**src/rtl/qsvc_pkg.sv**
```systemverilog
// Shared types and register addresses for the block-mode FIFO service controller.
package qsvc_pkg;
    typedef enum logic [1:0] {
        ST_RESET = 2'd0,
        ST_RUN   = 2'd1,
        ST_PAUSE = 2'd3
    } core_state_e;

    localparam logic [3:0] A_STATE  = 4'd0;
    localparam logic [3:0] A_CFG    = 4'd1;
    localparam logic [3:0] A_OCNT   = 4'd2;
    localparam logic [3:0] A_ICNT   = 4'd3;
    localparam logic [3:0] A_STATUS = 4'd4;
    localparam logic [3:0] A_ERR    = 4'd5;
    localparam logic [3:0] A_ERREN  = 4'd6;
    localparam logic [3:0] A_SWRST  = 4'd7;
    localparam logic [3:0] A_TX     = 4'd8;
    localparam logic [3:0] A_RX     = 4'd9;
endpackage

```
**src/rtl/qsvc_state.sv**
```systemverilog
// Core state holder with valid handshake.
// Assumes: a write is honoured only while valid is high; code 2 is not a state.
module qsvc_state
    import qsvc_pkg::*;
(
    input  logic        clk,
    input  logic        rst_n,
    input  logic        soft_rst,
    input  logic        wr,
    input  logic [1:0]  code,
    output core_state_e state,
    output logic        valid
);
    // Accept a legal code while valid, then hold valid low for one cycle.
    always_ff @(posedge clk) begin
        if (!rst_n || soft_rst) begin
            state <= ST_RESET;
            valid <= 1'b1;
        end else if (wr && valid && code != 2'd2) begin
            state <= core_state_e'(code);
            valid <= 1'b0;
        end else begin
            valid <= 1'b1;
        end
    end

    p_legal_code_r1: assert property (@(posedge clk) disable iff (!rst_n)
        state != 2'd2);
    p_valid_drop_r1: assert property (@(posedge clk) disable iff (!rst_n || soft_rst)
        (wr && valid && code != 2'd2) |=> !valid);
    p_busy_ignore_r1: assert property (@(posedge clk) disable iff (!rst_n || soft_rst)
        (wr && !valid) |=> $stable(state));
endmodule

```
**src/rtl/qsvc_dir.sv**
```systemverilog
// One transfer direction: progress counters, block grant, service flag and done flag.
// Assumes: avail is free space (output) or fill level (input); sw_ev is one software
// push or pop; eng_ev is one engine word; clr holds everything idle (reset state).
module qsvc_dir #(
    parameter int CNT_W   = 16,
    parameter int LVL_W   = 4,
    parameter int BLK     = 4,
    parameter bit SW_DONE = 1'b0
) (
    input  logic             clk,
    input  logic             rst_n,
    input  logic             clr,
    input  logic             en,
    input  logic             run,
    input  logic [CNT_W-1:0] cnt,
    input  logic             eng_ev,
    input  logic             sw_ev,
    input  logic [LVL_W-1:0] avail,
    input  logic             ack,
    output logic             svc,
    output logic             done
);
    localparam int BW = $clog2(BLK + 1);

    logic [CNT_W-1:0] eng_n, sw_n, rem;
    logic [BW-1:0]    grant, blk;
    logic             set_svc;
    logic [CNT_W-1:0] done_n;

    // Words software still has to move, and the size of the next block.
    always_comb begin
        rem     = cnt - sw_n;
        blk     = (rem >= CNT_W'(BLK)) ? BW'(BLK) : rem[BW-1:0];
        set_svc = en && run && grant == '0 && rem != '0 &&
                  CNT_W'(avail) >= CNT_W'(blk);
    end

    generate
        if (SW_DONE) begin : g_sw_done
            assign done_n = sw_n;
        end else begin : g_eng_done
            assign done_n = eng_n;
        end
    endgenerate

    // Progress counting, block grant bookkeeping, flag set/clear and done.
    always_ff @(posedge clk) begin
        if (!rst_n || clr) begin
            eng_n <= '0;
            sw_n  <= '0;
            grant <= '0;
            svc   <= 1'b0;
            done  <= 1'b0;
        end else begin
            if (en && eng_ev && eng_n != cnt) eng_n <= eng_n + 1'b1;
            if (en && sw_ev && sw_n != cnt)   sw_n  <= sw_n + 1'b1;
            if (set_svc)                      grant <= blk - BW'(sw_ev);
            else if (sw_ev && grant != '0)    grant <= grant - 1'b1;
            if (set_svc)                      svc <= 1'b1;
            else if (ack)                     svc <= 1'b0;
            done <= en && done_n == cnt;
        end
    end

    p_svc_from_run_r3: assert property (@(posedge clk) disable iff (!rst_n)
        $rose(svc) |-> $past(run) && $past(en));
    p_grant_bound_r4: assert property (@(posedge clk) disable iff (!rst_n)
        grant <= BW'(BLK));
endmodule

```
**src/rtl/qsvc_ctrl.sv**
```systemverilog
// Register front end of the block-mode FIFO service controller. Decodes the bus,
// drives FIFO push/pop, keeps configuration, counts and sticky error flags, and
// instantiates the state holder and one direction unit per direction.
// Assumes: external FIFOs of DEPTH words report their level; engine strobes are one cycle.
module qsvc_ctrl
    import qsvc_pkg::*;
#(
    parameter int DEPTH = 8,
    parameter int BLK   = 4,
    parameter int CNT_W = 16,
    parameter int DW    = 32,
    parameter int LVL_W = $clog2(DEPTH + 1)
) (
    input  logic             clk,
    input  logic             rst_n,
    input  logic             bus_wr,
    input  logic             bus_rd,
    input  logic [3:0]       bus_addr,
    input  logic [DW-1:0]    bus_wdata,
    output logic [DW-1:0]    bus_rdata,
    output logic             ofifo_push,
    output logic [DW-1:0]    ofifo_data,
    input  logic [LVL_W-1:0] ofifo_level,
    output logic             ififo_pop,
    input  logic [DW-1:0]    ififo_data,
    input  logic [LVL_W-1:0] ififo_level,
    input  logic             eng_take,
    input  logic             eng_put,
    output logic             eng_run,
    output logic             err_irq
);
    localparam logic [LVL_W-1:0] FULL = LVL_W'(DEPTH);

    core_state_e      state;
    logic             valid, soft_rst, clr;
    logic [1:0]       cfg_off;
    logic [CNT_W-1:0] cnt_q [2];
    logic [5:2]       err, err_en, err_new;
    logic             wr_tx, rd_rx, o_full, i_full, o_empty, i_empty;
    logic [1:0]       d_en, d_eng, d_sw, d_ack, d_svc, d_done;
    logic [LVL_W-1:0] d_avail [2];

    // Bus decode and FIFO strobes.
    always_comb begin
        soft_rst   = bus_wr && bus_addr == A_SWRST;
        clr        = state == ST_RESET;
        wr_tx      = bus_wr && bus_addr == A_TX;
        rd_rx      = bus_rd && bus_addr == A_RX;
        o_full     = ofifo_level == FULL;
        i_full     = ififo_level == FULL;
        o_empty    = ofifo_level == '0;
        i_empty    = ififo_level == '0;
        ofifo_push = wr_tx && !o_full;
        ofifo_data = bus_wdata;
        ififo_pop  = rd_rx && !i_empty;
        eng_run    = state == ST_RUN;
        err_new    = {wr_tx && o_full, rd_rx && i_empty,
                      eng_take && o_empty, eng_put && i_full};
        err_irq    = |(err & err_en);
    end

    qsvc_state u_state (
        .clk      (clk),
        .rst_n    (rst_n),
        .soft_rst (soft_rst),
        .wr       (bus_wr && bus_addr == A_STATE),
        .code     (bus_wdata[1:0]),
        .state    (state),
        .valid    (valid)
    );

    // Per-direction hookup: index 0 is output, index 1 is input.
    always_comb begin
        d_en       = ~cfg_off;
        d_eng      = {eng_put && !i_full, eng_take && !o_empty};
        d_sw       = {ififo_pop, ofifo_push};
        d_ack      = {2{bus_wr && bus_addr == A_STATUS}} & bus_wdata[9:8];
        d_avail[0] = FULL - ofifo_level;
        d_avail[1] = ififo_level;
    end

    generate
        for (genvar gi = 0; gi < 2; gi++) begin : g_dir
            qsvc_dir #(
                .CNT_W   (CNT_W),
                .LVL_W   (LVL_W),
                .BLK     (BLK),
                .SW_DONE (gi == 1)
            ) u_dir (
                .clk    (clk),
                .rst_n  (rst_n && !soft_rst),
                .clr    (clr),
                .en     (d_en[gi]),
                .run    (eng_run),
                .cnt    (cnt_q[gi]),
                .eng_ev (d_eng[gi]),
                .sw_ev  (d_sw[gi]),
                .avail  (d_avail[gi]),
                .ack    (d_ack[gi]),
                .svc    (d_svc[gi]),
                .done   (d_done[gi])
            );
        end
    endgenerate

    // Configuration, counts (reset state only) and sticky error flags.
    always_ff @(posedge clk) begin
        if (!rst_n || soft_rst) begin
            cfg_off  <= '0;
            cnt_q[0] <= '0;
            cnt_q[1] <= '0;
            err      <= '0;
            err_en   <= '0;
        end else begin
            if (bus_wr && bus_addr == A_CFG)         cfg_off  <= bus_wdata[1:0];
            if (bus_wr && bus_addr == A_OCNT && clr) cnt_q[0] <= bus_wdata[CNT_W-1:0];
            if (bus_wr && bus_addr == A_ICNT && clr) cnt_q[1] <= bus_wdata[CNT_W-1:0];
            if (bus_wr && bus_addr == A_ERREN)       err_en   <= bus_wdata[5:2];
            err <= (err & ~((bus_wr && bus_addr == A_ERR) ? bus_wdata[5:2] : 4'b0))
                   | err_new;
        end
    end

    // Read mux.
    always_comb begin
        bus_rdata = '0;
        case (bus_addr)
            A_STATE:  bus_rdata[2:0] = {valid, state};
            A_CFG:    bus_rdata[1:0] = cfg_off;
            A_OCNT:   bus_rdata[CNT_W-1:0] = cnt_q[0];
            A_ICNT:   bus_rdata[CNT_W-1:0] = cnt_q[1];
            A_STATUS: bus_rdata[11:4] = {d_done[1], d_done[0], d_svc[1], d_svc[0],
                                         i_full, o_full, !i_empty, !o_empty};
            A_ERR:    bus_rdata[5:2] = err;
            A_ERREN:  bus_rdata[5:2] = err_en;
            A_RX:     bus_rdata = ififo_data;
            default:  bus_rdata = '0;
        endcase
    end

    p_cnt_lock_r2: assert property (@(posedge clk) disable iff (!rst_n)
        (bus_wr && bus_addr == A_OCNT && state != ST_RESET) |=> $stable(cnt_q[0]));
    p_push_room_r9: assert property (@(posedge clk) disable iff (!rst_n)
        ofifo_push |-> ofifo_level < FULL);
    p_pop_data_r9: assert property (@(posedge clk) disable iff (!rst_n)
        ififo_pop |-> ififo_level != '0);
endmodule

```
**config.mk**
```make
export PLATFORM = sky130hd
export DESIGN_NAME = qsvc_ctrl
export DESIGN_NICKNAME = d
export VERILOG_FILES = /design/src/rtl/qsvc_pkg.sv /design/src/rtl/qsvc_state.sv /design/src/rtl/qsvc_dir.sv /design/src/rtl/qsvc_ctrl.sv
export SDC_FILE = /design/constraint.sdc
export NUM_CORES = 1
export LEC_CHECK = 0
export BUFFER_PORTS_ARGS = -buffer_cell sky130_fd_sc_hd__buf_2
export CORE_ASPECT_RATIO = 1.2
export CORE_MARGIN = 1
export CORE_UTILIZATION = 61
export CTS_CLUSTER_DIAMETER = 200
export DETAILED_ROUTE_END_ITERATION = 7
export GPL_ROUTABILITY_DRIVEN = 0
export PLACE_DENSITY = 0.87
export SYNTH_ARGS = -nofsm -noshare
export SYNTH_HDL_FRONTEND = slang
export SYNTH_SLANG_ARGS = --single-unit
export TNS_END_PERCENT = 100
```
**constraint.sdc**
```tcl
create_clock -name clk -period 11.3 [get_ports clk]
set_input_delay 1.695 -clock clk [delete_from_list [all_inputs] [get_ports clk]]
set_output_delay 1.695 -clock clk [all_outputs]
set_load 0.01 [all_outputs]
```
==> results.cfg, run 1 <==
[synthesis]
yosysTopAreaCell = dfxtp_1
ys_warn_count = 0
synth_nets = 1029
synthFlopType = dfxtp_1
synth_area_leaders = dfxtp_1 (19%), edfxtp_1 (13%), ha_1 (7.9%), nor2_1 (5.3%), xnor2_1 (5.2%)
async_flop_share_pct = 0
yosys.cell_types.count = 73
seq_area_frac_synth_pct = 31.4
ys_seq_elements = 103
synthCells = 897
synth.top_cell.area_share_pct = 18.8
syn_area_mm2 = 0.00758
synth_area_per_cell_um2 = 8.45
synth-edff-count = 32

[finish]
n_fill_cell = 950
syn2layout_area_growth_pct = 10.7
multi_input_area_mm2 = 0.00468
drive_above_1_share_pct = 16.4
final_design_area_no_fill_mm2 = 0.00839
seq_area_mm2 = 0.00238
fin_nets = 1107

[power]
power_uw = 849
powerDensity_mw_per_mm2 = 101
ir_drop_v = 0.000112
p_leak_uw = 0.00346

[timing]
layout_min_cycle_time_ns = 5.12
hold_slack_ns = 0.472
skew_ns = 0.00934
period_share_pct = 45.3
fin_setup_tns_ns = 0
fmax_ghz = 0.195
slew_headroom_pct = 38.9
setup_ws_ns = 6.18
maxSlewViolCount = 0
tightest_slew_ns = 0.913
rsz0062_at_grt = no
setup_viol = 0
hold_viol_final = 0

[cts]
cts_root_buffer = clkbuf_16
cts_sinks = 103
htree_levels = 3
cts_tree = yes
cts_setup_buffers = 0
path_clk_slew_ns = 0.07
cts_hold_buf = 0
clockBufferDepth = 2
numCtsBuffers = 9
clk_latency_ns = 0.35
cts_resized = 0

[drt]
highest_layer = met4
num_vias = 7081
vias_per_cell = 6.20
drt_iter0_drc = 675
met2_length_um = 9760
wl_met3_um = 1630
wl_um = 20300
drc = 0
drtPass1Iterations = 6
met1_length_um = 8280
wl_per_cell_um = 17.8
ant_nets = 0

[worst_setup_path]
reg2reg_depth = 17
start_kind = primary input
worst_ep_arrival_time_ns = 3.42
crit_type = in2out
worstPathMaxFanout = 22
endpoint_kind = primary output
cp.required_ns = 9.61

[place]
dp_hpwl_um = 15600
place_ws_ns = 6.25
numPortBuffers = 117
place_area_mm2 = 0.00809

[floorplan]
ioPinCount = 150
num_rows = 44
die_h_um = 124
die_area_mm2 = 0.0129
start_util_pct = 62.6
die_x_um = 104
core-area_mm2 = 0.0121

[global_routing]
grt_remaining_overflow = 0
antenna_found_initial = 1
grt.total_usage_pct = 31.1
grt_pass1_wl_um = 31500
grt_max_degree = 64
grt_pass1_vias = 6328

[hold_path]
holdPathStages = 2
hold_class = reg2reg

[outcome]
status = completed

[flow_run]
maxCapViolCount = 0
-- final cells by class --
cell class / instances / share of cell area [%]
multi-input combinational: 687 / 55.9
clock buffer: 9 / 2.69
clock inverter: 7 / 0.865
tap: 161 / 2.40
inverter: 52 / 2.33
timing repair buffer: 122 / 7.43
sequential: 103 / 28.4
antenna: 1 / 0.0298
-- critical path: stages --
cell and delay, ns:
buf_2 0.44, nor2b_1 0.22, and2_1 0.62, a22oi_1 0.19, o21ai_0 0.10, buf_2 0.15
-- metal layers --
layer | GRT usage [%] | up-vias
li1 | - | 3333
met1 | 39.0 | 3317
met2 | 52.4 | 374
met3 | 6.23 | 57
met4 | 13.8 | 0
met5 | 0 | -
-- through the flow --
step | instances | util [%]
4_1_cts | 1141 | 69.2
6_report | 1142 | 69.2
5_1_grt | 1141 | 69.2
3_3_place_gp | 1125 | 66.8
3_5_place_dp | 1125 | 66.8
2_1_floorplan | 897 | -
-- cells in the final DEF (no fill, tap or decap), drive strengths merged, types with 13 or more instances in the layout --
| cell | instances |
|---|---|
| nand2 | 70 |
| inv | 56 |
| buf | 122 |
| nand3 | 13 |
| nand4 | 20 |
| nand2b | 14 |
| xnor2 | 45 |
| and3 | 30 |
| o21ai | 36 |
| ha | 48 |
| a21oi | 24 |
| a21o | 17 |
| dfxtp | 71 |
| xor2 | 33 |
| nor3 | 25 |
| edfxtp | 32 |
| and2 | 23 |
| mux2i | 21 |
| nor2 | 106 |
-- where the power goes --
group | switching [uW] | internal (uW)
clock | 150 | 157
sequential | 9.96 | 388
combinational | 82.5 | 61.3
total | 243 | 606
-- cell usage after synthesis (all sizes together), types with 8 or more instances --
library cell / instances
o21ai: 36
and2: 23
nor3: 25
a21oi: 24
nor2b: 12
mux2i: 21
nand2: 70
a31oi: 8
buf: 37
nand3: 13
a211oi: 9
a21o: 17
xnor2: 45
ha: 48
o21a: 8
inv: 52
nor2: 106
clkbuf: 18
and3: 30
edfxtp: 32
nor3b: 12
o31ai: 8
xor2: 33
nor4: 12
dfxtp: 71
nand4: 20
nand2b: 14
-- state kept, by name, indices dropped and copies added, names as in the netlist --
register            cells
cfg_off                 2
g_dir.u_dir.done        2
u_state.valid           1
err_en                  4
g_dir.u_dir.svc         2
g_dir.u_dir.grant       6
g_dir.u_dir.sw_n       16
err                     4
g_dir.u_dir.done_n     32
cnt_q                  32
u_state.state           2
-- final timing paths --
check | start | to | slack, ns
max | bus_addr[0] | bus_rdata[3] | 6.18
min | g_dir[1].u_dir.svc$_SDFFE_PP0P_ | g_dir[1].u_dir.svc$_SDFFE_PP0P_ | 0.47
max reg2reg | cnt_q[0][0]$_DFFE_PP_ | g_dir[0].u_dir.grant[1]$_SDFFE_PP0P_ | 6.54
min reg2reg | g_dir[1].u_dir.svc$_SDFFE_PP0P_ | g_dir[1].u_dir.svc$_SDFFE_PP0P_ | 0.47
-- logic make-up after synthesis --
group | after synthesis | synth area share [%]
buf+inv | 107 | 6.90
simple gates | 371 | 25.3
fa+ha+maj | 50 | 8.45
compound gates | 160 | 14.6
flops | 103 | 31.4
xor+xnor | 78 | 9.11
mux | 28 | 4.21
Power figures use the tool's default switching activity.
==> run 2: changes to the inputs <==
--- a/config.mk
+++ b/config.mk
@@ -8,11 +8,11 @@
 export BUFFER_PORTS_ARGS = -buffer_cell sky130_fd_sc_hd__buf_2
 export CORE_ASPECT_RATIO = 1.2
 export CORE_MARGIN = 1
-export CORE_UTILIZATION = 61
+export CORE_UTILIZATION = 51
 export CTS_CLUSTER_DIAMETER = 200
 export DETAILED_ROUTE_END_ITERATION = 7
 export GPL_ROUTABILITY_DRIVEN = 0
-export PLACE_DENSITY = 0.87
+export PLACE_DENSITY = 0.78
 export SYNTH_ARGS = -nofsm -noshare
 export SYNTH_HDL_FRONTEND = slang
 export SYNTH_SLANG_ARGS = --single-unit
==> constraint.sdc (replaced) <==
create_clock -name clk -period 4.1 [get_ports clk]
set_input_delay 0.615 -clock clk [delete_from_list [all_inputs] [get_ports clk]]
set_output_delay 0.615 -clock clk [all_outputs]
set_load 0.01 [all_outputs]
==> results.cfg, run 2 (synthesis gave the netlist of run 1 again) <==
[cts]
cts_sinks = 103
cts_tree = yes
cts_root_buffer = clkbuf_16
clk_latency_ns = 0.36
cts_hold_buf = 0
htree_levels = 3
clockBufferDepth = 2
path_clk_slew_ns = 0.07
numCtsBuffers = 9

[floorplan]
core-area_mm2 = 0.0145
start_util_pct = 52.4
die_h_um = 136
num_rows = 48
die_area_mm2 = 0.0154
die_x_um = 113
ioPinCount = 150

[drt]
met2_length_um = 10900
num_vias = 7168
met1_length_um = 8920
highest_layer = met4
vias_per_cell = 5.80
wl_met3_um = 1490
drtPass1Iterations = 8
drc = 0
wl_per_cell_um = 17.8
wl_um = 22000
drt_iter0_drc = 664
ant_nets = 0

[power]
ir_drop_v = 0.000301
p_int_uw = 1710
clkPwrFrac_pct = 35.2
swShare_pct = 29.0
powerDensity_mw_per_mm2 = 267
p_comb_share_pct = 19.4
p_switching_uw = 699
p_seq_share_pct = 45.3
p_leak_uw = 0.00376

[global_routing]
grt_pass1_wl_um = 32700
grt_remaining_overflow = 0
grt_max_degree = 33
grt_pass1_vias = 6463
grt.total_usage_pct = 27.7
antenna_found_initial = 0

[timing]
setup_ws_ns = -0.157
rsz0062_at_grt = yes
slew_headroom_pct = 38.8
tightest_slew_ns = 0.915
maxSlewViolCount = 0
setup_viol = 4
fin_setup_tns_ns = -0.360
skew_ns = 0.0112
period_share_pct = 104
hold_viol_final = 0
layout_min_cycle_time_ns = 4.26
fmax_ghz = 0.235

[finish]
fin_nets = 1163
drive_above_1_share_pct = 23.7
syn2layout_area_growth_pct = 19.1
final_cells = 1236
final_cell_mix = buf_2 (117), nor2_1 (105), dfxtp_1 (71)
antennaDiodeCount = 0
final_design_area_no_fill_mm2 = 0.00902
mostFrequentLayoutCell = buf_2
n_fill_cell = 1199
postLayoutCoreUtil_pct = 62.3

[flow_run]
maxCapViolCount = 0

[worst_setup_path]
start_kind = register
worstPathCellList = inv_2 > ha_4 > fa_2 > nor2b_4 > o31ai_4 > a21boi_1 > or4_1 > or4_4 > nor3_2 > and4_4 > nand2b_1 > inv_1 > ha_1 > nand2b_4 > a21o_1 > a211oi_2 > or4_4 > a31oi_4 > mux2_4
endpoint_kind = register
cp.required_ns = 4.35
startpoint = cnt_q[0][0]$_DFFE_PP_
path_common_cell = or4_4
cp-endpoint = g_dir[0].u_dir.grant[1]$_SDFFE_PP0P_
worstPathMaxFanout = 4
timing.rr.end = g_dir[0].u_dir.grant[1]$_SDFFE_PP0P_
crit_type = reg2reg
timing.rr.start = cnt_q[0][0]$_DFFE_PP_
r2r_slack_ns = -0.16
crit_slowest_cell = or4_4
worst_ep_arrival_time_ns = 4.50
max_stage_delay_ns = 0.50
reg2reg_depth = 19

[place]
place_ws_ns = -0.0584
numPortBuffers = 117
place_area_mm2 = 0.00854
dp.cells = 1215
dp_hpwl_um = 16800

[hold_path]
hold_class = reg2reg

[outcome]
status = finished, violations left
failed_checks = setup timing
run 2: cell count changes in the layout (fill, tap and decap cells not counted), sizes merged:
cell    before  now
buf        122  178
clkbuf       9   10
clkinv       3    2
diode        1    0
run 2: layout make-up:
class                           count  area, um^2  area share, %
Multi-Input combinational cell    687        4860           53.9
Sequential cell                   103        2380           26.4
Timing Repair Buffer              178        1040           11.6
Tap cell                          200         250           2.77
Clock buffer                       10         230           2.55
Inverter                           52         195           2.16
Clock inverter                      6        60.1          0.666
run 2: critical path, delay by kind of cell, from the launching register on:
family	cells	cell delay [ns]
AO/OA/AOI/OAI	5	0.59
AND/OR/NAND/NOR	8	2.07
multiplexers	1	0.32
buffers and inverters	2	0.12
adder cells (fa/ha/maj)	3	0.65
flip-flops	1	0.38
run 2: worst min path at each step:
stage / cells past startpoint / start / slack, ns / to
4_1_cts: 2 / g_dir[1].u_dir.done_n[12]$_SDFFE_PP0P_ / 0.49 / g_dir[1].u_dir.done_n[12]$_SDFFE_PP0P_
3_3_place_gp: 2 / err[5]$_SDFF_PP0_ / 0.47 / err[5]$_SDFF_PP0_
5_1_grt: 3 / eng_put / 0.53 / err[2]$_SDFF_PP0_
3_5_place_dp: 2 / err[5]$_SDFF_PP0_ / 0.47 / err[5]$_SDFF_PP0_
6_report: 2 / g_dir[1].u_dir.done_n[12]$_SDFFE_PP0P_ / 0.49 / g_dir[1].u_dir.done_n[12]$_SDFFE_PP0P_
2_1_floorplan: 2 / g_dir[1].u_dir.svc$_SDFFE_PP0P_ / 0.44 / g_dir[1].u_dir.svc$_SDFFE_PP0P_
run 2: routing by layer:
layer  GRT usage [%]  up-vias
li1                -     3437
met1            34.6     3360
met2            48.0      318
met3            5.10       53
met4            9.36        0
met5               0        -
run 2: stage by stage:
step	hold slack, ns	power (uW)
floorplan	0.436	1400
global placement	0.468	1540
detailed placement	0.472	1550
CTS	0.490	2380
global route	0.525	2490
finish	0.486	2410
run 2: power by group through the flow:
| stage | Clock, uW | Sequential (uW) | Combinational (uW) |
|---|---|---|---|
| 6_report | 849 | 1090 | 468 |
| 5_1_grt | 891 | 1090 | 504 |
| 4_1_cts | 857 | 1090 | 437 |
| 3_5_place_dp | 0 | 1110 | 432 |
| 3_3_place_gp | 0 | 1110 | 427 |
| 2_1_floorplan | 0 | 1110 | 296 |
run 2: repair_timing:
item,4_1_cts,5_1_grt
setup endpoints to repair,6,8
pin swaps,2,21
gates resized for setup,4,36
setup buffers,1,4
==> run 3: changes to the inputs <==
--- a/config.mk
+++ b/config.mk
@@ -6,13 +6,15 @@
 export NUM_CORES = 1
 export LEC_CHECK = 0
 export BUFFER_PORTS_ARGS = -buffer_cell sky130_fd_sc_hd__buf_2
+export CELL_PAD_IN_SITES_DETAIL_PLACEMENT = 1
+export CELL_PAD_IN_SITES_GLOBAL_PLACEMENT = 1
 export CORE_ASPECT_RATIO = 1.2
 export CORE_MARGIN = 1
-export CORE_UTILIZATION = 51
+export CORE_UTILIZATION = 38
 export CTS_CLUSTER_DIAMETER = 200
 export DETAILED_ROUTE_END_ITERATION = 7
 export GPL_ROUTABILITY_DRIVEN = 0
-export PLACE_DENSITY = 0.78
+export PLACE_DENSITY_LB_ADDON = 0.1
 export SYNTH_ARGS = -nofsm -noshare
 export SYNTH_HDL_FRONTEND = slang
 export SYNTH_SLANG_ARGS = --single-unit
==> results.cfg, run 3 (synthesis gave the netlist of run 1 again) <==
[cts]
path_clk_slew_ns = 0.07
numCtsBuffers = 9
cts_hold_buf = 0
clockBufferDepth = 2
cts_root_buffer = clkbuf_16
cts_tree = yes
htree_levels = 3
clk_latency_ns = 0.36
cts_sinks = 103

[power]
power_uw = 2400
ir_drop_v = 0.000211
p_leak_uw = 0.00390
powerDensity_mw_per_mm2 = 259

[global_routing]
grt.total_usage_pct = 25.2
grt_pass1_vias = 7317
antenna_found_initial = 0
grt_pass1_wl_um = 39100
grt_max_degree = 46
grt_remaining_overflow = 0

[place]
dp.cells = 1300
dp_hpwl_um = 20000
numPortBuffers = 117
place_area_mm2 = 0.00879

[drt]
wl_per_cell_um = 18.7
ant_nets = 0
drt_iter0_drc = 305
num_vias = 7144
drc = 0
vias_per_cell = 5.39
drtPass1Iterations = 5
wl_um = 24800

[timing]
skew_ns = 0.00753
slew_headroom_pct = 27.1
rsz0062_at_grt = yes
setup_ws_ns = -0.175
fmax_ghz = 0.234
period_share_pct = 104
tightest_slew_ns = 1.09
layout_min_cycle_time_ns = 4.28
setup_viol = 4
maxSlewViolCount = 0
hold_viol_final = 0

[outcome]
status = finished, violations left
failed_checks = setup timing

[finish]
fin_nets = 1192
syn2layout_area_growth_pct = 22.4
antennaDiodeCount = 0
final_cell_mix = buf_2 (117), nor2_1 (105), buf_4 (90)
final_cells = 1326
final_design_area_no_fill_mm2 = 0.00927
mostFrequentLayoutCell = buf_2
drive_above_1_share_pct = 25.5

[worst_setup_path]
worst_ep_arrival_time_ns = 4.53
timing.rr.end = g_dir[0].u_dir.grant[0]$_SDFFE_PP0P_
timing.rr.start = cnt_q[0][0]$_DFFE_PP_
cp.required_ns = 4.35
start_kind = register
endpoint_kind = register
reg2reg_depth = 17
crit_type = reg2reg
worstPathMaxFanout = 4
r2r_slack_ns = -0.18

[floorplan]
die_x_um = 131
die_h_um = 157
start_util_pct = 38.8
die_area_mm2 = 0.0205
num_rows = 56
core-area_mm2 = 0.0195
ioPinCount = 150

[flow_run]
maxCapViolCount = 0

[hold_path]
holdPathStages = 2
hold_class = reg2reg
min_to = g_dir[0].u_dir.sw_n[12]$_SDFFE_PP0P_
min_from = g_dir[0].u_dir.sw_n[12]$_SDFFE_PP0P_
==> run 3: cell count changes in the layout (fill, tap and decap cells not counted), moves of 3 or more <==
cell	before	now
buf_4	61	90
o21ai_1	8	4
clkinv_2	0	3
inv_6	4	0
o21ai_0	26	31
==> run 3: worst max-delay path by stage <==
| stage | from | endpoint | slack, ns |
|---|---|---|---|
| CTS | cnt_q[0][0]$_DFFE_PP_ | g_dir[0].u_dir.grant[2]$_SDFFE_PP0P_ | -0.10 |
| global placement | cnt_q[0][0]$_DFFE_PP_ | g_dir[0].u_dir.grant[1]$_SDFFE_PP0P_ | 0.01 |
| floorplan | cnt_q[0][0]$_DFFE_PP_ | g_dir[0].u_dir.grant[0]$_SDFFE_PP0P_ | 0.08 |
| detailed placement | cnt_q[0][0]$_DFFE_PP_ | g_dir[0].u_dir.grant[0]$_SDFFE_PP0P_ | -0.13 |
| global route | cnt_q[0][0]$_DFFE_PP_ | g_dir[0].u_dir.grant[0]$_SDFFE_PP0P_ | -0.35 |
| finish | cnt_q[0][0]$_DFFE_PP_ | g_dir[0].u_dir.grant[0]$_SDFFE_PP0P_ | -0.18 |
==> run 3: timing repair <==
| item | in CTS | in global routing |
|---|---|---|
| pin swaps | 5 | 1 |
| endpoints found under the setup margin | 7 | 8 |
| setup buffers | 6 | 4 |
| cloned | 0 | 0 |
| gates resized for setup | 11 | 22 |
==> run 3: critical path: stages, from the launching register on <==
cell	delay, ns
edfxtp_1	0.37
inv_2	0.06
ha_4	0.16
fa_2	0.37
nor2b_4	0.18
o31ai_4	0.08
a21boi_2	0.17
or4_1	0.41
or4_4	0.43
nor3_2	0.11
and4_4	0.27
nand2b_4	0.06
ha_1	0.27
a21o_1	0.11
a211oi_1	0.06
or4_4	0.51
a31oi_4	0.22
mux2_4	0.32
==> run 3: metal layers <==
metal	GRT usage, %	part of all wire (%)	wire [um]	vias to the layer above
met2	42.5	48	11800	203
met1	32.8	46	11300	3431
met3	3.73	4.7	1150	32
met4	7.72	2.2	545	0
li1	-	-	-	3478
met5	0	0	0	-
==> run 3: stage by stage <==
step / hold slack (ns) / TNS, ns / util, % / setup slack [ns]
2_1_floorplan: 0.436 / 0 / - / 0.0756
3_3_place_gp: 0.472 / 0 / 45.0 / 0.0121
3_5_place_dp: 0.488 / -0.404 / 45.0 / -0.128
4_1_cts: 0.499 / -0.331 / 46.8 / -0.102
5_1_grt: 0.517 / -1.53 / 47.4 / -0.348
6_report: 0.496 / -0.493 / 47.4 / -0.175
==> run 3: layout make-up <==
type                       instances  area, um^2
inverter                          52         195
multi-input combinational        687        4840
clock buffer                      12         246
fill                            2375       10300
timing repair buffer             207        1260
sequential                       103        2380
tap                              261         327
clock inverter                     4        21.3
==> run 3: report_power, final <==
group / switching (uW) / internal [uW]
Sequential: 18.8 / 1070
Clock: 390 / 427
Combinational: 272 / 225
